**config.mk**
```make
export PLATFORM = sky130hd
export DESIGN_NAME = xadd_unit
export DESIGN_NICKNAME = d
export VERILOG_FILES = /design/src/rtl/xadd_pkg.sv /design/src/rtl/xadd_ctrl.sv /design/src/rtl/xadd_dpath.sv /design/src/rtl/xadd_unit.sv
export SDC_FILE = /design/constraint.sdc
export NUM_CORES = 1
export LEC_CHECK = 0
export ABC_AREA = 1
export ABC_CLOCK_PERIOD_IN_PS = 9900
export CAP_MARGIN = 20
export CORE_MARGIN = 4
export CORE_UTILIZATION = 48
export DETAILED_ROUTE_END_ITERATION = 8
export GPL_TIMING_DRIVEN = 0
export PLACE_DENSITY = 0.9
export SLEW_MARGIN = 0
export SYNTH_ARGS = -nofsm -noshare
export SYNTH_HDL_FRONTEND = slang
export SYNTH_HIERARCHICAL = 1
export SYNTH_SLANG_ARGS = --single-unit
export TNS_END_PERCENT = 1
```
**constraint.sdc**
```tcl
create_clock -name clk -period 9.9 [get_ports clk]
set_input_delay 2.475 -clock clk [delete_from_list [all_inputs] [get_ports clk]]
set_output_delay 2.475 -clock clk [all_outputs]
set_load 0.1 [all_outputs]
```
**src/rtl/xadd_pkg.sv**
```systemverilog
package xadd_pkg;
  localparam int DATA_W  = 32;
  localparam int LANES   = DATA_W / 8;
  localparam int REG_COST = 3;
  localparam int MEM_COST = 4;

  typedef struct packed {
    logic latchOp;   // capture operation fields at start
    logic capRegs;   // capture both register operands
    logic capMem;    // capture destination from memory
    logic selSrcWb;  // write port targets the source register
  } dpStrobe_t;

  typedef struct packed {
    logic ovf;
    logic sgn;
    logic zro;
    logic aux;
    logic par;
    logic cry;
  } flags_t;

  function automatic logic [LANES-1:0] laneEnables(input logic [1:0] sz);
    case (sz)
      2'd0:    return 4'b0001;
      2'd1:    return 4'b0011;
      default: return 4'b1111;
    endcase
  endfunction

  function automatic int topBit(input logic [1:0] sz);
    case (sz)
      2'd0:    return 7;
      2'd1:    return 15;
      default: return 31;
    endcase
  endfunction
endpackage

```
**src/rtl/xadd_ctrl.sv**
```systemverilog
module xadd_ctrl
  import xadd_pkg::*;
(
  input  logic      clk,
  input  logic      rstN,
  input  logic      start,
  input  logic      opIsMem,
  input  logic      memRdAck,
  input  logic      memRdFault,
  input  logic      memWrAck,
  input  logic      memWrFault,
  output dpStrobe_t stb,
  output logic      busy,
  output logic      regWrEn,
  output logic      memRdReq,
  output logic      memWrReq,
  output logic      flagWrEn,
  output logic      done,
  output logic      fault
);
  typedef enum logic [2:0] {
    ST_IDLE, ST_READ, ST_WDST, ST_MRD, ST_MWR, ST_FIN
  } state_e;

  state_e state, nextState;

  always_ff @(posedge clk) begin
    if (!rstN) state <= ST_IDLE;
    else       state <= nextState;
  end

  always_comb begin
    nextState = state;
    stb       = '0;
    regWrEn   = 1'b0;
    memRdReq  = 1'b0;
    memWrReq  = 1'b0;
    flagWrEn  = 1'b0;
    done      = 1'b0;
    fault     = 1'b0;
    case (state)
      ST_IDLE: begin
        if (start) begin
          stb.latchOp = 1'b1;
          nextState   = ST_READ;
        end
      end
      ST_READ: begin
        stb.capRegs = 1'b1;
        nextState   = opIsMem ? ST_MRD : ST_WDST;
      end
      ST_WDST: begin
        regWrEn   = 1'b1;
        nextState = ST_FIN;
      end
      ST_MRD: begin
        memRdReq = 1'b1;
        if (memRdAck) begin
          if (memRdFault) begin
            done      = 1'b1;
            fault     = 1'b1;
            nextState = ST_IDLE;
          end else begin
            stb.capMem = 1'b1;
            nextState  = ST_MWR;
          end
        end
      end
      ST_MWR: begin
        memWrReq = 1'b1;
        if (memWrAck) begin
          if (memWrFault) begin
            done      = 1'b1;
            fault     = 1'b1;
            nextState = ST_IDLE;
          end else begin
            nextState = ST_FIN;
          end
        end
      end
      ST_FIN: begin
        regWrEn      = 1'b1;
        stb.selSrcWb = 1'b1;
        flagWrEn     = 1'b1;
        done         = 1'b1;
        nextState    = ST_IDLE;
      end
      default: nextState = ST_IDLE;
    endcase
  end

  assign busy = (state != ST_IDLE);
endmodule

```
**src/rtl/xadd_dpath.sv**
```systemverilog
module xadd_dpath
  import xadd_pkg::*;
#(
  parameter int IDX_W = 3
) (
  input  logic              clk,
  input  logic              rstN,
  input  dpStrobe_t         stb,
  input  logic [1:0]        sizeIn,
  input  logic              isMemIn,
  input  logic [IDX_W-1:0]  srcIdxIn,
  input  logic [IDX_W-1:0]  dstIdxIn,
  input  logic [DATA_W-1:0] rdDataA,
  input  logic [DATA_W-1:0] rdDataB,
  input  logic [DATA_W-1:0] memRdData,
  output logic              opIsMem,
  output logic [IDX_W-1:0]  opSrcIdx,
  output logic [IDX_W-1:0]  opDstIdx,
  output logic [LANES-1:0]  opBe,
  output logic [DATA_W-1:0] sumVal,
  output logic [DATA_W-1:0] oldDst,
  output flags_t            flags
);
  logic [1:0]        opSize;
  logic [DATA_W-1:0] srcVal, dstVal, widthMask, opA, opB;
  logic [DATA_W:0]   wide;
  int                msb;

  always_ff @(posedge clk) begin
    if (!rstN) begin
      opSize   <= '0;
      opIsMem  <= 1'b0;
      opSrcIdx <= '0;
      opDstIdx <= '0;
      srcVal   <= '0;
      dstVal   <= '0;
    end else begin
      if (stb.latchOp) begin
        opSize   <= sizeIn;
        opIsMem  <= isMemIn;
        opSrcIdx <= srcIdxIn;
        opDstIdx <= dstIdxIn;
      end
      if (stb.capRegs) begin
        srcVal <= rdDataA;
        dstVal <= rdDataB;
      end
      if (stb.capMem) dstVal <= memRdData;
    end
  end

  assign opBe = laneEnables(opSize);

  for (genvar g = 0; g < LANES; g++) begin : g_lane
    assign widthMask[8*g +: 8] = {8{opBe[g]}};
  end

  assign opA  = srcVal & widthMask;
  assign opB  = dstVal & widthMask;
  assign wide = {1'b0, opA} + {1'b0, opB};
  assign msb  = topBit(opSize);

  assign sumVal = wide[DATA_W-1:0] & widthMask;
  assign oldDst = opB;

  always_comb begin
    flags.cry = wide[msb+1];
    flags.sgn = wide[msb];
    flags.zro = (sumVal == '0);
    flags.aux = opA[4] ^ opB[4] ^ wide[4];
    flags.par = ~^wide[7:0];
    flags.ovf = (opA[msb] == opB[msb]) && (wide[msb] != opA[msb]);
  end
endmodule

```
**src/rtl/xadd_unit.sv**
```systemverilog
module xadd_unit
  import xadd_pkg::*;
#(
  parameter  int NUM_REGS = 8,
  localparam int IDX_W    = $clog2(NUM_REGS)
) (
  input  logic              clk,
  input  logic              rstN,
  input  logic              start,
  input  logic [1:0]        sizeSel,
  input  logic              dstIsMem,
  input  logic [IDX_W-1:0]  srcIdx,
  input  logic [IDX_W-1:0]  dstIdx,
  output logic              busy,
  output logic [IDX_W-1:0]  rdIdxA,
  input  logic [31:0]       rdDataA,
  output logic [IDX_W-1:0]  rdIdxB,
  input  logic [31:0]       rdDataB,
  output logic              regWrEn,
  output logic [IDX_W-1:0]  regWrIdx,
  output logic [31:0]       regWrData,
  output logic [3:0]        regWrBe,
  output logic              memRdReq,
  input  logic              memRdAck,
  input  logic [31:0]       memRdData,
  input  logic              memRdFault,
  output logic              memWrReq,
  output logic [31:0]       memWrData,
  output logic [3:0]        memWrBe,
  input  logic              memWrAck,
  input  logic              memWrFault,
  output logic              flagWrEn,
  output logic [5:0]        flagsOut,
  output logic              done,
  output logic              fault,
  output logic [2:0]        cycleCost
);
  dpStrobe_t         stb;
  flags_t            flags;
  logic              opIsMem;
  logic [IDX_W-1:0]  opSrcIdx, opDstIdx;
  logic [LANES-1:0]  opBe;
  logic [DATA_W-1:0] sumVal, oldDst;

  xadd_ctrl u_ctrl (
    .clk(clk), .rstN(rstN), .start(start), .opIsMem(opIsMem),
    .memRdAck(memRdAck), .memRdFault(memRdFault),
    .memWrAck(memWrAck), .memWrFault(memWrFault),
    .stb(stb), .busy(busy), .regWrEn(regWrEn),
    .memRdReq(memRdReq), .memWrReq(memWrReq),
    .flagWrEn(flagWrEn), .done(done), .fault(fault)
  );

  xadd_dpath #(.IDX_W(IDX_W)) u_dpath (
    .clk(clk), .rstN(rstN), .stb(stb),
    .sizeIn(sizeSel), .isMemIn(dstIsMem),
    .srcIdxIn(srcIdx), .dstIdxIn(dstIdx),
    .rdDataA(rdDataA), .rdDataB(rdDataB), .memRdData(memRdData),
    .opIsMem(opIsMem), .opSrcIdx(opSrcIdx), .opDstIdx(opDstIdx),
    .opBe(opBe), .sumVal(sumVal), .oldDst(oldDst), .flags(flags)
  );

  assign rdIdxA    = opSrcIdx;
  assign rdIdxB    = opDstIdx;
  assign regWrIdx  = stb.selSrcWb ? opSrcIdx : opDstIdx;
  assign regWrData = stb.selSrcWb ? oldDst : sumVal;
  assign regWrBe   = opBe;
  assign memWrData = sumVal;
  assign memWrBe   = opBe;
  assign flagsOut  = flags;
  assign cycleCost = opIsMem ? 3'(MEM_COST) : 3'(REG_COST);
endmodule

```
Word level (Yosys, flattened, before mapping) --
Index checks and enable logic that the tools add are counted.
Storage, ports and cells: bits of input ports 112, output and inout bits 97, logic and storage cells 79, bits in registers 76
Cells by class: reductions and logical operators 9, mux-type cells 42, $add $sub $neg 2, bitwise operators 5, order comparisons 3, eq/ne operators 11
Operator list (number):
- 32-bit bitwise AND | 3
- 32-bit two-way mux | 3
- 32-bit by 32-bit adder with 33-bit output | 1
- 32-bit logical NOT | 1
- 32-bit by 8-bit less-than comparator with 1-bit output, second input constant | 1
- 1-bit two-way mux | 23
- 3-bit two-way mux | 7
- 3-bit case mux with 5 select lines | 1
- 1-bit binary-select mux with 6-bit select | 2
- 1-bit binary-select mux with 5-bit select | 2
- 5-bit case mux with 2 select lines | 1
- 4-bit case mux with 2 select lines | 1
- 8-bit XNOR reduction | 1
- 5-bit by 7-bit less-than comparator with 1-bit output, second input constant | 1
- 5-bit by 1-bit adder with 6-bit output, second input constant | 1
- 3-bit by 2-bit equality test with 1-bit output, second input constant | 2
- 3-bit equality test, second input constant | 2
- 5-bit by 6-bit less-than comparator with 1-bit output, second input constant | 1
- 2-bit != test, second input constant | 3
- 3-bit by 1-bit equality test with 1-bit output, second input constant | 1
- 3-bit logical NOT | 1
- 1-bit case mux with 3 select lines | 1
- 3-bit AND reduction | 1
- 3-bit nonzero test | 1
- other kinds (9) | 10

Longest topological paths before layout --
Gate-level depths: netlist (run 1).
word-level depth 9, mapped depth 22, mapped depth without buffers 21

Cells and area by module --
Netlist (run 1), hierarchy kept.
By module, submodules not included:
- xadd_dpath | area each 6084.6 um2, times used 1, seq. area each 1461.4 um2, cells an instance 1051
- xadd_unit | area each 555.5 um2, times used 1, seq. area each 0.0 um2, cells an instance 120
- xadd_ctrl | area each 297.8 um2, times used 1, seq. area each 60.1 um2, cells an instance 52

Least setup slack after synthesis (run 1) --
OpenSTA, ideal clock, no wires.
path kind register -> output, start register u_dpath.dstVal[0], end output port flagsOut[1], path slack 1.938 ns, data required time 7.425 ns, buffers on the path 0, arrival 5.487 ns, cell stages (with the launch flop) 14, path through dfxtp_1 > ha_1 > inv_1 > fa_1 > inv_1 > nand3_1 > nand3_2 > nand2_1 > nand2_1 > xor2_1 > inv_1 > ha_1 > xnor2_1 > xnor2_1
Between the ends: cells in the longest elaborated chain, start to end 3
Ends and longest elaborated chain:
- from (decl) | RTL line xadd_dpath.sv:25 | logic [DATA_W-1:0] srcVal, dstVal, widthMask, opA, opB;
- from (signal assigned) | RTL line xadd_dpath.sv:46 | dstVal <= rdDataB;
- from (signal assigned) | RTL line xadd_dpath.sv:48 | if (stb.capMem) dstVal <= memRdData;
- 32-bit bitwise AND | RTL line xadd_dpath.sv:59 | assign opB = dstVal & widthMask;
- 32-bit by 32-bit adder with 33-bit output | RTL line xadd_dpath.sv:60 | assign wide = {1'b0, opA} + {1'b0, opB};
- 8-bit XNOR reduction | RTL line xadd_dpath.sv:71 | flags.par = ~^wide[7:0];
- to (decl) | RTL line xadd_unit.sv:33 | output logic [5:0] flagsOut,
No other way between the ends.

Worst setup path in the final report (run 1) --
start register u_dpath.opSize[1], end output port flagsOut[5]
Between the ends: cells in the longest elaborated chain, start to end 9, elaborated cells between the ends (all ways) 19, classes of those cells add/sub (1); eq/ne (3); mux (11); bitwise (2); reduce/logical (2)
Ends and longest elaborated chain:
- from (decl) | RTL line xadd_dpath.sv:24 | logic [1:0] opSize;
- from (signal assigned) | RTL line xadd_dpath.sv:39 | opSize <= sizeIn;
- 2-bit by 1-bit equality test with 1-bit output or 2-bit logical NOT (tied branches) | RTL line xadd_pkg.sv:24 | case (sz)
- 4-bit case mux with 2 select lines (*) | RTL line xadd_pkg.sv:24
- 32-bit bitwise AND (*) | RTL line xadd_dpath.sv:59
- named net oldDst[13] | RTL line xadd_unit.sv:43 | logic [DATA_W-1:0] sumVal, oldDst;
- 32-bit by 32-bit adder with 33-bit output | RTL line xadd_dpath.sv:60
- 1-bit binary-select mux with 6-bit select | RTL line xadd_dpath.sv:72 | flags.ovf = (opA[msb] == opB[msb]) && (wide[msb] != opA[msb]);
- 1-bit two-way mux (implied by the code) (2 in series) | RTL line xadd_dpath.sv:72
- 1-bit != test | RTL line xadd_dpath.sv:72
- 1-bit logical AND (*) | RTL line xadd_dpath.sv:72
The timed path passes the listed nets; every way through them passes the cells marked *. The select of a mux whose other input is x is not followed.

==> results.yml, run 1 <==
die:
  die_y_um: 128.2
  die_x_um: 128.2
  initial_core_util_pct: 49.41
  fp-row-count: 43
  coreArea_sq_um: 14040
  die-area_sq_um: 16440
  io_pins: 209
clock_tree:
  clockBufferDepth: 2
  path_clk_slew_ns: 0.06
  numCtsBuffers: 9
  cts.repair.resized: 0
  tritoncts: "done"
  cts_sinks: 76
  hold_buffers: 0
  clock_latency_ns: 0.34
  root_buffer: "clkbuf_16"
  postCtsSetupRepairBufs: 0
  ctsHtreeMaxLevel: 3
synth:
  ys_ff_latch: 76
  syn-cell-area_sq_um: 6938
  synth_edf_count: 0
  yosysTopAreaCellShare_pct: 21.93
  syn-num-nets: 1372
  async_flop_share_pct: 0
  yosysSeqAreaShare_pct: 21.93
  ys_types: 40
  synth_area_leader_cell: "dfxtp_1"
  synth_area_leaders: "dfxtp_1 (22%), nand2_1 (21%), inv_1 (12%)"
  syn_area_per_cell_sq_um: 5.673
  ys.flop_type: "dfxtp_1"
  syn_inst: 1223
  yosysWarnings: 6
sta:
  fin_crit_sh_pct: 74.96
  tightest_slew_ns: 1.032
  fmax_mhz: 134.7
  maxSlewViolCount: 0
  rsz0062_at_grt: "no"
  slew_headroom_pct: 31.00
  skew_ns: 0.006994
  final.setup.tns_ns: 0
  finalCriticalPeriod_ns: 7.421
  hold_violations: 0
  setup_viol: 0
setup_path:
  cp_slowest_stage_delay_ns: 1.20
  rr_worst_depth: 8
  slowest_stage: "clkdlybuf4s50_1"
  path_max_fanout: 10
  critPathRequiredTime_ns: 7.43
  start_kind: "flip-flop"
  cp.depth: 19
  crit_type: "reg2out"
  crit_chain: "buf_4 -> nor2_1 -> buf_2 -> buf_1 -> nor2_1 -> ha_1 -> nand2_1 -> nor2_2 -> inv_2 -> nor3_2 -> nand2_1 -> nand2_1 -> nand4_1 -> nand2_1 -> nand2_1 -> nand3_2 -> nand2_2 -> o21ai_1 -> clkdlybuf4s50_1"
  crit_path_frequent_cell: "nand2_1"
  cp-end-kind: "primary output"
  reg2reg_to: "u_dpath/dstVal[2]"
  r2r-start: "u_ctrl/state[0]"
  critPathBufInv: 5
  arrival_ns: 4.95
  r2r_slack_ns: 7.46
  path_delay_family: "buffers and inverters"
grt:
  grt_pass1_vias: 8110
  grt.overflow.total: 0
  grtUsageTotal_pct: 31.19
  antenna_found_initial: 0
  grt_pass1_wl_um: 40750
  grt_max_degree: 13
drt:
  antenna_left: 0
  drt-wirelength-per-cell_um: 16.14
  first_pass_iters: 6
  routed_wl_um: 26240
  viasPerCell: 5.310
  drc: 0
  vias: 8629
  drt_iter0_markers: 841
place:
  dp_hpwl_um: 21680
  place_area_sq_um: 9225
  gp_congestion: 1.010
  io_buffer_count: 206
hold_path:
  hold_path.class: "reg2reg"
  min_to: "u_dpath/srcVal[10]"
  min-delay-start: "u_dpath/srcVal[10]"
  whs_path_depth: 2
finish:
  antenna_cells: 0
  layout_common_cells: "nand2_1 (385), inv_1 (213), clkdlybuf4s50_1 (206)"
  nets: 1589
  area_growth_pct: 37.35
  fillCellCount: 1228
  mostFrequentLayoutCell: "nand2_1"
  stdcell_area_sq_um: 9529
  layout-drive-gt1-share_pct: 6.298
power_and_ir_drop:
  ir_drop_mv: 0.2655
  p_leak_nw: 5.107
  power_density_nw_per_um2: 207.7
outcome:
  status: "completed"
flow_run:
  cap_violations: 0
worst register-to-register path, delay by kind of cell (launching register included):
family                 cells  cell delay, ns
flip-flops                 1            0.40
AND/OR/NAND/NOR            3            0.62
AO/OA/AOI/OAI              1            0.21
buffers and inverters      4            1.15
how the worst max path moves through the flow:
| stage | startpoint | endpoint |
|---|---|---|
| final | u_dpath/opSize[1] | flagsOut[5] |
| after global routing | u_dpath/opSize[1] | flagsOut[5] |
| after CTS | u_dpath/opSize[1] | flagsOut[5] |
| after detailed placement | u_dpath/opSize[1] | flagsOut[5] |
| after global placement | u_dpath/opSize[1] | flagsOut[5] |
| after floorplan | u_dpath/dstVal[0] | flagsOut[1] |
per-layer routing:
layer,global-route usage (%),wire (um)
met1,38.98,10400
met2,52.90,12250
met3,7.083,2790
met4,10.24,785
met5,0,0
logic make-up (layout without fill, tap and decap cells):
group           Yosys count  count (layout)  share of synthesized area [%]
compound gates          141             141                          11.56
xor+xnor                  9               9                          1.136
fa+ha+maj                37              37                          6.781
buf+inv                 282             504                          17.31
flops                    76              76                          21.93
other cells               1               1                        0.05405
simple gates            677             677                          41.23
layout make-up:
| class | count | area [sq um] | share of cell area (%) |
|---|---|---|---|
| multi-input combinational | 865 | 4215 | 44.24 |
| inverter | 220 | 833.3 | 8.745 |
| clock inverter | 4 | 47.55 | 0.4989 |
| buffer | 62 | 367.9 | 3.860 |
| sequential | 76 | 1521 | 15.97 |
| tap | 180 | 225.2 | 2.363 |
| timing repair buffer | 206 | 2062 | 21.64 |
| clock buffer | 12 | 256.5 | 2.692 |
synthesized netlist by cell type (7+ instances only):
master / count
nand3_2: 9
nand2_1: 385
dfxtp_1: 76
clkbuf_1: 29
inv_1: 213
buf_4: 21
o21ai_0: 72
nor2_1: 143
nand3b_1: 8
a21oi_1: 40
nor2_2: 10
nor3_1: 27
nand2_2: 18
a211oi_1: 7
ha_1: 36
o221ai_1: 14
nand4_1: 12
nand3_1: 59
power breakdown:
group	internal, W	leakage (nW)	switching, W	total [W]
Sequential	0.000366	0.627	0.0000411	0.000407
Clock	0.000208	0.149	0.000126	0.000334
Combinational	0.000322	4.33	0.000916	0.00124
stage by stage:
| step | worst slack (ns) | hold slack (ns) | utilization, % | power [W] | cells |
|---|---|---|---|---|---|
| after global routing | 2.134 | 0.4856 | 67.86 | 0.002052 | 1625 |
| after detailed placement | 2.934 | 0.4502 | 65.70 | 0.001633 | 1609 |
| final | 2.479 | 0.4633 | 67.86 | 0.001979 | 1625 |
| after floorplan | 1.938 | 0.4343 | - | 0.001321 | 1223 |
| after CTS | 2.570 | 0.4604 | 67.86 | 0.001967 | 1625 |
| after global placement | 3.043 | 0.4443 | 65.70 | 0.001621 | 1609 |
sequential cells by signal, indices dropped and copies added (netlist names):
name / count
u_dpath/dstVal: 32
u_dpath/srcVal: 32
u_ctrl/state: 3
u_dpath/opDstIdx: 3
u_dpath/opSrcIdx: 3
u_dpath/opSize: 2
u_dpath/opIsMem: 1
Power figures use the tool's default switching activity.
==> inputs of run 2 (changes only) <==
--- a/config.mk
+++ b/config.mk
@@ -6,13 +6,13 @@
 export NUM_CORES = 1
 export LEC_CHECK = 0
 export ABC_AREA = 1
-export ABC_CLOCK_PERIOD_IN_PS = 9900
+export ABC_CLOCK_PERIOD_IN_PS = 6820
 export CAP_MARGIN = 20
 export CORE_MARGIN = 4
-export CORE_UTILIZATION = 48
+export CORE_UTILIZATION = 44
 export DETAILED_ROUTE_END_ITERATION = 8
 export GPL_TIMING_DRIVEN = 0
-export PLACE_DENSITY = 0.9
+export PLACE_DENSITY = 0.88
 export SLEW_MARGIN = 0
 export SYNTH_ARGS = -nofsm -noshare
 export SYNTH_HDL_FRONTEND = slang
==> constraint.sdc (replaced) <==
create_clock -name clk -period 6.82 [get_ports clk]
set_input_delay 1.705 -clock clk [delete_from_list [all_inputs] [get_ports clk]]
set_output_delay 1.705 -clock clk [all_outputs]
set_load 0.1 [all_outputs]
==> run 2 against run 1 <==
  * Cell area up 1.0%
  * First-iteration DRC count up 0.36%
  * Via count down 0.59%
  * Register-to-register slack worse by 3.2 ns
  * Power up 50%
  * Highest routed layer unchanged
==> results.yml, run 2 (synthesized netlist as in run 1, its figures left out) <==
setup_path:
  r2r_slack_ns: 4.29
  crit_type: "reg2out"
  cp-end-kind: "primary output"
  rr_worst_depth: 8
  start_kind: "flip-flop"
  critPathRequiredTime_ns: 5.12
  path_max_fanout: 10
  arrival_ns: 4.70
sta:
  fmax_mhz: 156.1
  rsz0062_at_grt: "no"
  hold_violations: 0
  finalCriticalPeriod_ns: 6.406
  tightest_slew_ns: 1.032
  maxSlewViolCount: 0
  setup_viol: 0
  final.setup.tns_ns: 0
  slew_headroom_pct: 30.98
  fin_crit_sh_pct: 93.94
  skew_ns: 0.005535
clock_tree:
  cts_sinks: 76
  tritoncts: "done"
  root_buffer: "clkbuf_16"
  clock_latency_ns: 0.34
  numCtsBuffers: 9
  ctsHtreeMaxLevel: 3
  path_clk_slew_ns: 0.06
  postCtsSetupRepairBufs: 0
  clockBufferDepth: 2
finish:
  largestRegisters: "u_dpath/dstVal (32), u_dpath/srcVal (32)"
  area_growth_pct: 38.76
  layout-drive-gt1-share_pct: 6.436
  antenna_cells: 0
  stdcell_area_sq_um: 9627
  mostFrequentLayoutCell: "nand2_1"
  fillCellCount: 1447
  layout_common_cells: "nand2_1 (385), inv_1 (213), clkdlybuf4s50_1 (204)"
  fin_cells: 1656
  nets: 1589
grt:
  grt_pass1_vias: 8263
  grt_pass1_wl_um: 41890
  grt.overflow.total: 0
  grt_max_degree: 14
  grtUsageTotal_pct: 29.27
  antenna_found_initial: 0
place:
  io_buffer_count: 206
  gp_congestion: 0.9809
  place_area_sq_um: 9271
  place_inst: 1640
  dp_hpwl_um: 22320
power_and_ir_drop:
  p_leak_nw: 5.166
  power_density_nw_per_um2: 308.5
  ir_drop_mv: 0.4811
drt:
  drc: 0
  viasPerCell: 5.180
  antenna_left: 0
  drt-wirelength-per-cell_um: 16.37
  drt_iter0_markers: 844
  first_pass_iters: 5
  vias: 8578
  routed_wl_um: 27110
die:
  coreArea_sq_um: 15310
  io_pins: 209
  die_y_um: 133.6
  initial_core_util_pct: 45.30
  fp-row-count: 45
  die-area_sq_um: 17840
  die_x_um: 133.6
flow_run:
  cap_violations: 0
hold_path:
  whs_path_depth: 2
  hold_path.class: "reg2reg"
outcome:
  status: "completed"
[run 2: changes by cell type in the layout (fill, tap and decap cells not counted)]
cell / previous run / this run
bufinv_16: 1 / 3
clkdlybuf4s50_1: 206 / 204
dlymetal6s2s_1: 0 / 2
clkbuf_1: 30 / 29
clkbuf_8: 2 / 1
clkinv_2: 2 / 1
clkinv_4: 0 / 1
xnor2_1: 5 / 4
xnor2_2: 0 / 1
[run 2: metal layers]
layer | wire length [um] | GRT usage (%) | vias up
met4 | 889 | 11.20 | 0
met3 | 2364 | 5.363 | 66
li1 | - | - | 4196
met2 | 13180 | 52.57 | 427
met5 | 0 | 0 | -
met1 | 10680 | 34.54 | 3889
[run 2: metrics by stage]
step           worst slack, ns  util, %  power [W]  hold slack, ns
2_1_floorplan           0.2416        -   0.001937          0.4343
3_3_place_gp            0.7472    60.54   0.002372          0.4450
3_5_place_dp            0.6998    60.54   0.002397          0.4481
4_1_cts                 0.3069    62.83   0.002953          0.4580
5_1_grt                0.02762    62.86   0.003074          0.4901
6_report                0.4136    62.86   0.002970          0.4605
[run 2: layout make-up]
| class | instances | area, sq um | share of cell area [%] |
|---|---|---|---|
| multi-input combinational | 865 | 4223 | 43.87 |
| timing repair buffer | 206 | 2067 | 21.47 |
| sequential | 76 | 1521 | 15.80 |
| inverter | 220 | 833.3 | 8.656 |
| buffer | 62 | 367.9 | 3.821 |
| tap | 211 | 264.0 | 2.742 |
| clock buffer | 10 | 239.0 | 2.482 |
| clock inverter | 6 | 111.4 | 1.157 |
[run 2: critical path, stage by stage (launching register included)]
cell             delay, ns
dfxtp_1               0.30
buf_4                 0.19
nor2_1                0.17
buf_2                 0.26
buf_1                 0.36
nor2_1                0.15
ha_1                  0.43
nand2_1               0.15
nor2_1                0.20
nand2_1               0.08
nand2_1               0.10
inv_1                 0.06
nand2_1               0.10
nand4_1               0.18
nand2_1               0.13
nand3_1               0.07
nand2_1               0.06
nand2_1               0.10
nand3_1               0.12
clkdlybuf4s50_1       1.14
[run 2: final timing paths]
check | endpoint | from
min reg2reg | u_dpath/srcVal[11] | u_dpath/srcVal[11]
max reg2reg | u_dpath/dstVal[23] | u_ctrl/state[0]
max | flagsOut[0] | u_dpath/opSize[1]
min | u_dpath/srcVal[11] | u_dpath/srcVal[11]
[run 2: timing repair]
action / 4_1_cts / 5_1_grt
resized for setup: 0 / 2
setup endpoints to repair: 0 / 2
hold buffers: 0 / 0
[run 2: report_power, final]
| group | leakage [nW] | internal (W) | switching [W] |
|---|---|---|---|
| registers | 0.627 | 0.000531 | 0.0000585 |
| logic | 4.37 | 0.000480 | 0.00134 |
| clock network | 0.169 | 0.000367 | 0.000190 |
==> inputs of run 3 (changes only) <==
--- a/config.mk
+++ b/config.mk
@@ -5,14 +5,13 @@
 export SDC_FILE = /design/constraint.sdc
 export NUM_CORES = 1
 export LEC_CHECK = 0
-export ABC_AREA = 1
 export ABC_CLOCK_PERIOD_IN_PS = 6820
 export CAP_MARGIN = 20
 export CORE_MARGIN = 4
-export CORE_UTILIZATION = 44
+export CORE_UTILIZATION = 43
 export DETAILED_ROUTE_END_ITERATION = 8
 export GPL_TIMING_DRIVEN = 0
-export PLACE_DENSITY = 0.88
+export PLACE_DENSITY = 0.87
 export SLEW_MARGIN = 0
 export SYNTH_ARGS = -nofsm -noshare
 export SYNTH_HDL_FRONTEND = slang
==> run 3 against run 2 <==
  * Global-route usage decreased by 5.5 points
  * Cell count down 28%
  * Sequential share of layout area rose by 0.55 points
  * Power decreased by 24%
  * Synthesized cell count is 36% lower
  * Critical path type unchanged
  * Largest cell class unchanged
  * Largest power group unchanged
  * Highest routed layer unchanged
==> results.yml, run 3 <==
grt:
  grt_max_degree: 13
  grt_pass1_wl_um: 33220
  grt_pass1_vias: 6262
  antenna_found_initial: 0
  grt.overflow.total: 0
  grtUsageTotal_pct: 23.80
flow_run:
  cap_violations: 0
finish:
  fin_cells: 1189
  layout_common_cells: "clkdlybuf4s50_1 (192), and2_1 (87), dfxtp_1 (75), mux2i_1 (75), nand2_1 (66)"
  layout-drive-gt1-share_pct: 12.84
  mostFrequentLayoutCell: "clkdlybuf4s50_1"
  fillCellCount: 1186
  antenna_cells: 0
  ff_latch_area_sq_um: 1523
  nets: 1150
  largestRegisters: "u_dpath/dstVal (32), u_dpath/srcVal (32)"
  multi_input_area_sq_um: 4705
  area_growth_pct: 42.45
drt:
  drc: 0
  viasPerCell: 5.383
  antenna_left: 0
  wl_met1_um: 9263
  drt-wirelength-per-cell_um: 17.99
  vias: 6400
  wl_met3_um: 1349
  routed_wl_um: 21390
  drt_iter0_markers: 465
  first_pass_iters: 5
  top_layer: "met4"
  wl_met2_um: 10000
setup_path:
  path_max_fanout: 10
  cp-end-kind: "primary output"
  critPathRequiredTime_ns: 5.12
  start_kind: "flip-flop"
  r2r_slack_ns: 4.10
  crit_chain: "clkbuf_4 -> clkbuf_4 -> clkbuf_2 -> and2_1 -> ha_1 -> clkbuf_2 -> a21oi_1 -> nor2_1 -> or3_1 -> nor3_1 -> nand2_1 -> xnor2_1 -> a2111oi_2 -> nand4bb_1 -> or4_1 -> nor4_2 -> buf_6"
  arrival_ns: 4.96
  cp_slowest_stage_delay_ns: 0.51
  slowest_stage: "or4_1"
  crit_type: "reg2out"
sta:
  hold_violations: 0
  worst_hold_slack_ns: 0.5129
  fin_crit_sh_pct: 97.67
  tightest_slew_ns: 1.060
  setup_viol: 0
  rsz0062_at_grt: "yes"
  slew_headroom_pct: 29.14
  layout_setup_ws_ns: 0.1589
  maxSlewViolCount: 0
  fmax_mhz: 150.1
  finalCriticalPeriod_ns: 6.661
  skew_ns: 0.008560
clock_tree:
  tritoncts: "done"
  clock_latency_ns: 0.35
  path_clk_slew_ns: 0.06
  numCtsBuffers: 9
  clockBufferDepth: 2
  root_buffer: "clkbuf_16"
  cts_sinks: 76
  ctsHtreeMaxLevel: 3
  hold_buffers: 0
hold_path:
  hold_path.class: "reg2reg"
synth:
  yosysTopAreaCellShare_pct: 23.27
  async_flop_share_pct: 0
  ys_types: 66
  yosysSeqAreaShare_pct: 23.27
  synth_edf_count: 0
  ys_ff_latch: 76
  yosysWarnings: 6
  synthTopCellsByCount: "and2_1 (89), mux2i_1 (78), dfxtp_1 (76)"
  synth_area_leaders: "dfxtp_1 (23%), mux2i_1 (12%), and2_1 (8.5%)"
  synth_area_leader_cell: "dfxtp_1"
  syn-num-nets: 933
  yosysMostFrequentCell: "and2_1"
  ys.flop_type: "dfxtp_1"
  syn_inst: 784
  syn_area_per_cell_sq_um: 8.339
  syn-cell-area_sq_um: 6538
die:
  io_pins: 209
  die_x_um: 131.3
  initial_core_util_pct: 44.48
  die_y_um: 131.3
  die-area_sq_um: 17240
  coreArea_sq_um: 14700
  fp-row-count: 44
power_and_ir_drop:
  power_density_nw_per_um2: 243.4
  p_leak_nw: 3.748
  total_power_w: 0.002267
  ir_drop_mv: 0.2690
place:
  dp_hpwl_um: 17300
  place_inst: 1174
  gp_congestion: 0.9461
  dp_worst_setup_slack_ns: -0.4728
  io_buffer_count: 206
outcome:
  status: "completed"
==> run 3: changes by cell type in the layout (fill, tap and decap cells not counted), sizes merged, moves of 16 or more <==
cell / before / now
and2: 3 / 89
inv: 219 / 27
mux2: 0 / 35
mux2i: 0 / 78
nand2: 403 / 66
nand3: 68 / 4
nor2: 154 / 32
nor2b: 0 / 44
nor3: 28 / 12
==> run 3: area by class of cell <==
class	instances	area share [%]
Buffer	60	4.232
Clock buffer	11	2.606
Clock inverter	4	0.7927
Inverter	27	1.088
Multi-Input combinational cell	621	50.52
Sequential cell	76	16.35
Tap cell	184	2.472
Timing Repair Buffer	206	21.94
==> run 3: worst paths after layout <==
kind                      start                  to  cells past startpoint
min          u_dpath/srcVal[19]  u_dpath/srcVal[19]                      2
max reg2reg     u_ctrl/state[0]  u_dpath/dstVal[28]                      8
max           u_dpath/opSize[1]         flagsOut[3]                     17
min reg2reg  u_dpath/srcVal[19]  u_dpath/srcVal[19]                      2
==> run 3: timing repair <==
action,CTS,global route
resized for setup,23,24
gates cloned,0,0
pin swaps,0,0
endpoints found under the setup margin,11,23
setup buffers,0,0
hold endpoints to repair,0,0
==> run 3: cells by family after synthesis <==
logic type	synth area share (%)
adder cells (fa/ha/maj)	7.196
AO/OA/AOI/OAI	14.30
multiplexers	20.04
XOR/XNOR	3.349
flip-flops	23.27
buffers and inverters	6.928
AND/OR/NAND/NOR	24.86
other	0.05736
==> run 3: routing by layer <==
layer,track usage [%],up-vias
met5,0,-
met3,3.899,51
met2,39.29,259
li1,-,3145
met1,30.77,2945
met4,10.56,0
==> run 3: power breakdown <==
part | switching, W | internal, W
Clock | 0.000193 | 0.000329
Combinational | 0.000803 | 0.000400
Sequential | 0.0000411 | 0.000501
Total | 0.00104 | 0.00123
==> run 3: worst max-delay path, delay by kind of cell, from the launching register on <==
kind,cells,cell delay [ns]
flip-flops,1,0.40
AND/OR/NAND/NOR,8,1.83
XOR/XNOR,1,0.21
buffers and inverters,5,1.20
adder cells (fa/ha/maj),1,0.24
AO/OA/AOI/OAI,2,0.74
==> run 3: through the flow <==
stage	utilization, %	area, sq um	setup TNS [ns]
after CTS	63.40	9319	-0.3172
final	63.36	9313	0
after detailed placement	61.26	9005	-0.5995
after floorplan	-	6713	-0.2028
after global routing	63.36	9313	-0.05071
after global placement	61.26	9005	-0.5470
